[src/rtl/gpio_irq_pkg.sv]
package gpio_irq_pkg;

    localparam int BUS_W     = 32;
    localparam int ADDR_W    = 5;
    localparam int REG_SEL_W = 3;

    // Word index taken from bus_addr[4:2]; slots 6 and 7 land at 0x18 / 0x1C.
    typedef enum logic [REG_SEL_W-1:0] {
        SEL_DOUT  = 3'd0,
        SEL_DIR_N = 3'd1,
        SEL_BLINK = 3'd2,
        SEL_INV   = 3'd3,
        SEL_DIN   = 3'd4,
        SEL_CAUSE = 3'd5,
        SEL_EMASK = 3'd6,
        SEL_LMASK = 3'd7
    } reg_sel_e;

    function automatic reg_sel_e decode_sel(input logic [ADDR_W-1:0] addr);
        return reg_sel_e'(addr[ADDR_W-1:2]);
    endfunction

endpackage

[src/rtl/gpio_in_stage.sv]
module gpio_in_stage #(
    parameter int NUM_PINS = 32
) (
    input  logic                clk,
    input  logic                rst_n,
    input  logic [NUM_PINS-1:0] pin_raw,
    input  logic [NUM_PINS-1:0] inv,
    output logic [NUM_PINS-1:0] din,
    output logic [NUM_PINS-1:0] rise
);

    typedef struct packed {
        logic [NUM_PINS-1:0] meta;
        logic [NUM_PINS-1:0] sync;
        logic [NUM_PINS-1:0] prev;
    } in_state_t;

    in_state_t st_d, st_q;
    logic [NUM_PINS-1:0] adj;

    always_comb begin
        adj       = st_q.sync ^ inv;
        st_d      = st_q;
        st_d.meta = pin_raw;
        st_d.sync = st_q.meta;
        st_d.prev = adj;
        din       = adj;
        rise      = adj & ~st_q.prev;
    end

    always_ff @(posedge clk or negedge rst_n) begin
        if (!rst_n) st_q <= '0;
        else        st_q <= st_d;
    end

endmodule

[src/rtl/gpio_blink_gen.sv]
module gpio_blink_gen #(
    parameter int BLINK_HALF = 8
) (
    input  logic clk,
    input  logic rst_n,
    output logic phase
);

    localparam int CNT_W = (BLINK_HALF > 1) ? $clog2(BLINK_HALF) : 1;
    localparam logic [CNT_W-1:0] LAST = CNT_W'(BLINK_HALF - 1);

    typedef struct packed {
        logic [CNT_W-1:0] cnt;
        logic             phase;
    } blink_state_t;

    blink_state_t st_d, st_q;

    always_comb begin
        st_d = st_q;
        if (st_q.cnt == LAST) begin
            st_d.cnt   = '0;
            st_d.phase = ~st_q.phase;
        end else begin
            st_d.cnt = st_q.cnt + 1'b1;
        end
        phase = st_q.phase;
    end

    always_ff @(posedge clk or negedge rst_n) begin
        if (!rst_n) st_q <= '0;
        else        st_q <= st_d;
    end

endmodule

[src/rtl/gpio_irq_ctrl.sv]
module gpio_irq_ctrl
    import gpio_irq_pkg::*;
#(
    parameter int NUM_PINS   = 32,
    parameter int BLINK_HALF = 8
) (
    input  logic              clk,
    input  logic              rst_n,
    input  logic [ADDR_W-1:0] bus_addr,
    input  logic              bus_wen,
    input  logic [BUS_W-1:0]  bus_wdata,
    output logic [BUS_W-1:0]  bus_rdata,
    input  logic [NUM_PINS-1:0] pin_in,
    output logic [NUM_PINS-1:0] pad_out,
    output logic [NUM_PINS-1:0] pad_oe,
    output logic              irq
);

    typedef logic [NUM_PINS-1:0] vec_t;

    typedef struct packed {
        vec_t dout;
        vec_t dir_n;
        vec_t blink;
        vec_t inv;
        vec_t cause;
        vec_t emask;
        vec_t lmask;
    } regs_t;

    regs_t    st_d, st_q;
    vec_t     din, rise, wvec;
    logic     phase;
    reg_sel_e sel;

    gpio_in_stage #(.NUM_PINS(NUM_PINS)) in_i (
        .clk     (clk),
        .rst_n   (rst_n),
        .pin_raw (pin_in),
        .inv     (st_q.inv),
        .din     (din),
        .rise    (rise)
    );

    gpio_blink_gen #(.BLINK_HALF(BLINK_HALF)) blink_i (
        .clk   (clk),
        .rst_n (rst_n),
        .phase (phase)
    );

    generate
        if (NUM_PINS < BUS_W) begin : g_spare
            logic unused_hi;
            assign unused_hi = ^bus_wdata[BUS_W-1:NUM_PINS];
        end
    endgenerate
    logic unused_lo;
    assign unused_lo = ^bus_addr[1:0];

    // Next-state: register writes and cause capture.
    always_comb begin
        sel  = decode_sel(bus_addr);
        wvec = bus_wdata[NUM_PINS-1:0];
        st_d = st_q;
        if (bus_wen) begin
            unique case (sel)
                SEL_DOUT:  st_d.dout  = wvec;
                SEL_DIR_N: st_d.dir_n = wvec;
                SEL_BLINK: st_d.blink = wvec;
                SEL_INV:   st_d.inv   = wvec;
                SEL_CAUSE: st_d.cause = st_q.cause & wvec;
                SEL_EMASK: st_d.emask = wvec;
                SEL_LMASK: st_d.lmask = wvec;
                default:   ;
            endcase
        end
        // A fresh edge wins over a clearing write on the same edge.
        st_d.cause = st_d.cause | rise;
    end

    always_ff @(posedge clk or negedge rst_n) begin
        if (!rst_n) begin
            st_q       <= '0;
            st_q.dir_n <= '1;
        end else begin
            st_q <= st_d;
        end
    end

    // Read mux and pin-facing outputs.
    always_comb begin
        bus_rdata = '0;
        unique case (sel)
            SEL_DOUT:  bus_rdata[NUM_PINS-1:0] = st_q.dout;
            SEL_DIR_N: bus_rdata[NUM_PINS-1:0] = st_q.dir_n;
            SEL_BLINK: bus_rdata[NUM_PINS-1:0] = st_q.blink;
            SEL_INV:   bus_rdata[NUM_PINS-1:0] = st_q.inv;
            SEL_DIN:   bus_rdata[NUM_PINS-1:0] = din;
            SEL_CAUSE: bus_rdata[NUM_PINS-1:0] = st_q.cause;
            SEL_EMASK: bus_rdata[NUM_PINS-1:0] = st_q.emask;
            SEL_LMASK: bus_rdata[NUM_PINS-1:0] = st_q.lmask;
            default:   ;
        endcase
        pad_out = st_q.dout ^ (st_q.blink & {NUM_PINS{phase}});
        pad_oe  = ~st_q.dir_n;
        irq     = |((st_q.cause & st_q.emask) | (din & st_q.lmask));
    end

endmodule

[config.mk]
export PLATFORM = sky130hd
export DESIGN_NAME = gpio_irq_ctrl
export DESIGN_NICKNAME = d
export VERILOG_FILES = /design/src/rtl/gpio_irq_pkg.sv /design/src/rtl/gpio_in_stage.sv /design/src/rtl/gpio_blink_gen.sv /design/src/rtl/gpio_irq_ctrl.sv
export SDC_FILE = /design/constraint.sdc
export NUM_CORES = 1
export LEC_CHECK = 0
export CAP_MARGIN = 20
export CORE_MARGIN = 2
export CORE_UTILIZATION = 38
export CTS_CLUSTER_SIZE = 8
export DETAILED_ROUTE_END_ITERATION = 7
export DONT_BUFFER_PORTS = 1
export GPL_TIMING_DRIVEN = 0
export PLACE_DENSITY_LB_ADDON = 0.25
export SETUP_SLACK_MARGIN = 0.05
export SYNTH_ARGS = -nofsm -noshare
export SYNTH_HDL_FRONTEND = slang
export SYNTH_SLANG_ARGS = --single-unit
[constraint.sdc]
create_clock -name clk -period 2.43 [get_ports clk]
set_clock_uncertainty 0.15 [all_clocks]
set_input_delay 0.486 -clock clk [delete_from_list [all_inputs] [get_ports clk]]
set_output_delay 0.486 -clock clk [all_outputs]
set_load 0.01 [all_outputs]
## Word-level counts from Yosys, hierarchy flattened

Cells that the tools add are included.

| word-level totals | value |
|---|---|
| register bits after elaboration | 324 |
| bits of input ports | 72 |
| output and inout bits | 97 |
| logic and storage cells | 47 |

| operators by class | value |
|---|---|
| $add $sub $neg | 1 |
| eq/ne operators | 8 |
| muxes and demuxes | 6 |
| bitwise gates (word level) | 12 |
| reductions and logical operators | 8 |

Operators with widths:

| kind | count |
|---|---|
| $pmux 32 s8 | 1 |
| $and 32x32->32 | 5 |
| $mux 32 | 3 |
| $mux 96 | 1 |
| $not 32->32 | 2 |
| $or 32x32->32 | 2 |
| $xor 32x32->32 | 2 |
| $reduce_or 32->1 | 1 |
| $eq 3x3->1 const B | 5 |
| $reduce_and 2->1 | 6 |
| $eq 3x2->1 const B | 2 |
| $add 3x1->3 const B | 1 |
| $eq 3x1->1 const B | 1 |
| $logic_not 3->1 | 1 |
| $mux 3 | 1 |
| $not 1->1 | 1 |

## Longest topological paths before layout

| depth | value |
|---|---|
| depth in word-level cells | 4 |
| depth in mapped cells | 8 |
| depth with buffers taken out | 6 |

## Hierarchy

A second synthesis with hierarchy kept.

| unflattened totals | value |
|---|---|
| cells, all modules | 1060 |
| area total of the unflattened synthesis | 14631.5 sq um |

By module, submodules not included:

| module | instances | cells each | area each (sq um) | sequential area each (sq um) |
|---|---|---|---|---|
| gpio_irq_ctrl | 1 | 860 | 11290.8 | 5645.4 |
| gpio_in_stage | 1 | 192 | 3203.1 | 2402.3 |
| gpio_blink_gen | 1 | 8 | 137.6 | 100.1 |

## Least setup slack after synthesis

No wires, ideal clock.

| timing | value |
|---|---|
| kind | register to output |
| start | reg in_i.st_q[42] (netlist name) |
| end | out irq |
| arrival | 1767 ps |
| setup slack | 27 ps |
| stages on the path, launching flop included | 7 |
| buffers on the path | 0 |
| path through | dfrtp_1 > xnor2_2 > inv_2 > a22oi_2 > nand4_1 > or4_1 > or3_1 |

| on the way | value |
|---|---|
| longest elaborated chain between the ends | 4 |

Ends and longest elaborated chain:

| what | line | RTL |
|---|---|---|
| start: declaration | gpio_in_stage.sv:18 | `in_state_t st_d, st_q;` |
| start signal: assignment | gpio_in_stage.sv:33 | `else st_q <= st_d;` |
| $xor 32x32->32 | gpio_in_stage.sv:22 | `adj = st_q.sync ^ inv;` |
| via din[10] | gpio_irq_ctrl.sv:32 | `vec_t din, rise, wvec;` |
| $and 32x32->32 | gpio_irq_ctrl.sv:106 | `irq = \|((st_q.cause & st_q.emask) \| (din & st_q.lmask));` |
| $or 32x32->32 | gpio_irq_ctrl.sv:106 |  |
| $reduce_or 32->1 | gpio_irq_ctrl.sv:106 |  |
| end: declaration | gpio_irq_ctrl.sv:16 | `output logic irq` |

The timed path passes the listed nets, and every way through them passes these cells.

## Worst setup path in the final report

| timing | value |
|---|---|
| start | reg st_q[39] (netlist name) |
| end | out irq |

| on the way | value |
|---|---|
| longest elaborated chain between the ends | 3 |

Ends and longest elaborated chain:

| what | line | RTL |
|---|---|---|
| start: declaration | gpio_irq_ctrl.sv:31 | `regs_t st_d, st_q;` |
| start signal: assignment | gpio_irq_ctrl.sv:86 | `st_q <= st_d;` |
| $and 32x32->32 | gpio_irq_ctrl.sv:106 |  |
| $or 32x32->32 | gpio_irq_ctrl.sv:106 |  |
| $reduce_or 32->1 | gpio_irq_ctrl.sv:106 |  |

Every way passes these cells.

==> impl_metrics.py <==
metrics = {
    "timing": {
        "timing.fmax_mhz": 309,
        "slew_violations": 0,
        "period_share": 1.33,
        "hold_viol": 308,
        "worst_slack_ns": -0.803,
        "hold_slack_ns": -0.527,
        "max-slew-margin-rel": 0.358,
        "tightest_slew_ns": 0.964,
        "finalSetupViolCount": 12,
        "fin_crit_ns": 3.23,
        "rsz0062_at_grt": "yes",
        "setup_tns_ns": -1.39,
    },
    "worst_hold_path": {
        "hold_path.class": "input pin to asynchronous set/reset pin",
    },
    "global_routing": {
        "grt_overflow": 0,
        "grt_max_degree": 325,
        "grt_pass1_wl_um": 73000,
        "grt_pass1_vias": 10500,
        "grt_use_total": 0.262,
        "antenna_found_initial": 2,
    },
    "clock_tree": {
        "h-tree-depth": 2,
        "cts_made_buffers": 46,
        "clockBufferDepth": 3,
        "cts-hold-fix-buffers": 64,
        "clock_latency_ns": 0.57,
        "cts-root-buf": "clkbuf_16",
        "cts_tree": "yes",
        "clk_pin_slew_worst_paths_ns": 0.05,
        "cts.sinks": 324,
    },
    "setup_path": {
        "cp_top_family": "simple AND/OR/NAND/NOR gates",
        "crit_type": "register to output pin",
        "cp_max_fo": 2,
        "slowest_delay_ns": 0.53,
        "r2r-end": "st_q[81]",
        "critPathRequiredTime_ns": 1.79,
        "worstPathCellList": "a22o_1 -> a221oi_2 -> nand4_1 -> or4_1 -> or3_4",
        "crit_buf_inv": 0,
        "critical_path.startpoint": "st_q[39]",
        "r2r_cells": 4,
        "r2r_setup_slack_ns": 1.18,
        "critPathCaptureType": "output pin",
        "worstPathArrival_ns": 2.60,
        "crit_cells": 5,
        "r2r_start": "in_i.st_q[49]",
        "cp_slowest_cell": "or4_1",
        "crit_path_end": "irq",
        "setup.worst_path.start_class": "register",
    },
    "die": {
        "core-area_mm2": 0.0365,
        "num_rows": 70,
        "die-area_mm2": 0.0386,
        "die_x_um": 196,
        "initial_core_util": 0.385,
        "die_height_um": 196,
        "ios": 169,
    },
    "synthesis": {
        "synth.most_common_cell": "dfrtp_1",
        "synth_top_cell_by_area": "dfrtp_1",
        "avgSynthCellArea_um2": 12.2,
        "synth_cell_types": 47,
        "netlist_area_mm2": 0.0141,
        "synth_common_cells": "dfrtp_1 (292), o21ai_0 (121), mux2_2 (97), nand2_1 (97), mux2_1 (67)",
        "synth_edf_count": 0,
        "synth_top_area_frac": 0.520,
        "ys_seq_elements": 324,
        "ys.flop_type": "dfrtp_1",
        "syn_inst": 1153,
        "async_reset_ff_frac": 1.00,
        "ys_warn_count": 0,
        "yosysSeqAreaShare": 0.579,
        "synth.area.top_cells": "dfrtp_1 (52%), mux2_2 (7.8%), dfstp_2 (6.0%), mux2_1 (5.4%), o21ai_0 (4.3%)",
        "syn-num-nets": 1227,
    },
    "power_and_ir_drop": {
        "switching_share": 0.298,
        "pwr-share-clk": 0.364,
        "switchingPower_w": 0.00495,
        "p_per_area_mw_per_mm2": 917,
        "fin_total_pwr_w": 0.0166,
        "leakagePower_nw": 7.59,
        "p_comb_frac": 0.192,
        "peakVddDrop_mv": 0.459,
        "p_int_w": 0.0116,
        "seq_power_share": 0.444,
    },
    "run": {
        "cap_violations": 0,
    },
    "detailed_routing": {
        "drt_wl_total_um": 50100,
        "via_per_inst": 5.65,
        "final_antenna_net_count": 0,
        "vias": 10200,
        "drt-pass1-iter-count": 5,
        "drtIter0Drc": 1117,
        "wire_per_inst_um": 27.8,
        "drc": 0,
    },
    "placed_design": {
        "place_congestion": 0.919,
        "post-dp-hpwl_um": 32800,
        "port_buffers": 0,
    },
    "layout": {
        "drive_gt1_frac": 0.326,
        "final_nets": 1374,
        "final-seq-area_mm2": 0.00816,
        "final_core_util": 0.495,
        "fillCellCount": 3230,
        "area_growth_pct": 28.5,
        "multi_input_area_mm2": 0.00621,
    },
    "run_status": {
        "outcome": "finished with violations",
        "violations": "hold timing, setup timing",
    },
}
sequential cells by signal, indices dropped and copies added (netlist names):
signal and count:
blink_i.phase 1, in_i.st_d 32, st_q 224, blink_i.st_q 3, in_i.st_q 64
cells by family (layout without fill, tap and decap cells):
group | count (synthesis) | after routing | synth area share
DFF | 324 | 324 | 0.579
AOI/OAI and AO/OA | 250 | 250 | 0.113
muxes | 206 | 206 | 0.174
and+or+nand+nor | 176 | 176 | 0.0518
buffers and inverters | 130 | 313 | 0.0377
xor gates and xnor gates | 65 | 65 | 0.0426
adders and majority gates | 2 | 2 | 0.00178
other | 0 | 1 | 0
worst register-to-register path: stages, from the launching register on:
cell	delay [ns]
dfrtp_1	0.44
xor2_2	0.24
buf_4	0.15
inv_1	0.03
o21ai_0	0.16
worst min path at each step:
stage               start       endpoint  slack [ns]  depth (start not counted)
finish              rst_n  in_i.st_d[61]       -0.53                          0
global route        rst_n  in_i.st_d[61]       -0.55                          0
CTS                 rst_n  in_i.st_d[61]       -0.55                          0
detailed placement  rst_n  in_i.st_d[61]        0.05                          0
global placement    rst_n  in_i.st_d[61]        0.06                          0
floorplan           rst_n  blink_i.phase        0.04                          0
placed cells by master, fill, tap and decap left out, drive strengths merged, types with 2 or more instances in the layout:
cell,netlist,routed
o2bb2ai,4,4
dlygate4sd3,0,64
o22a,4,4
a21oi,31,31
mux4,14,14
a221oi,28,28
nor2,49,49
xnor2,48,48
mux2,164,164
nor2b,5,5
o21a,2,2
o22ai,4,4
nand4,7,7
ha,2,2
mux2i,28,28
a22o,13,13
xor2,17,17
dfrtp,292,292
a31oi,2,2
and2,3,3
o32ai,3,3
a221o,3,3
o21ai,123,123
clkbuf,28,107
nand2,97,97
dfstp,32,32
buf,34,73
inv,68,69
and3,3,3
nand3,6,6
a222oi,3,3
a22oi,27,27
nand2b,3,3
stage by stage:
step                      setup slack (ns)  area, µm²  cells
final                               -0.803      18100   1805
after global routing                -0.860      18100   1804
after CTS                           -0.824      17600   1786
after detailed placement             -1.31      14700   1622
after global placement               -1.33      14700   1621
after floorplan                     0.0325      14100   1153
power groups by stage:
stage | Sequential [W] | Combinational [W] | Clock [W]
finish | 0.00735 | 0.00319 | 0.00603
global route | 0.00745 | 0.00341 | 0.00639
CTS | 0.00729 | 0.00302 | 0.00615
detailed placement | 0.00732 | 0.00252 | 0
global placement | 0.00729 | 0.00248 | 0
floorplan | 0.00701 | 0.00188 | 0
layout make-up:
| cell class | instances | share of cell area |
|---|---|---|
| diodes | 1 | 0.000139 |
| plain buffers | 61 | 0.0308 |
| clock buffers | 83 | 0.0737 |
| clock inverters | 1 | 0.000485 |
| inverters | 68 | 0.0145 |
| multi-input cells | 699 | 0.344 |
| flip-flops and latches | 324 | 0.452 |
| well taps | 468 | 0.0324 |
| repair buffers | 100 | 0.0526 |
routing by layer:
metal | wire, µm | global-route usage
met1 | 21300 | 0.349
met2 | 22500 | 0.405
met3 | 4020 | 0.0681
met4 | 2310 | 0.116
met5 | 13 | 0
repair_timing:
action,4_1_cts,5_1_grt
pin swaps,47,38
endpoints found under the setup margin,64,67
setup buffers,17,18
resized for setup,222,62
hold endpoints to repair,580,324
Note: power is estimated with default switching activity, not from simulation.
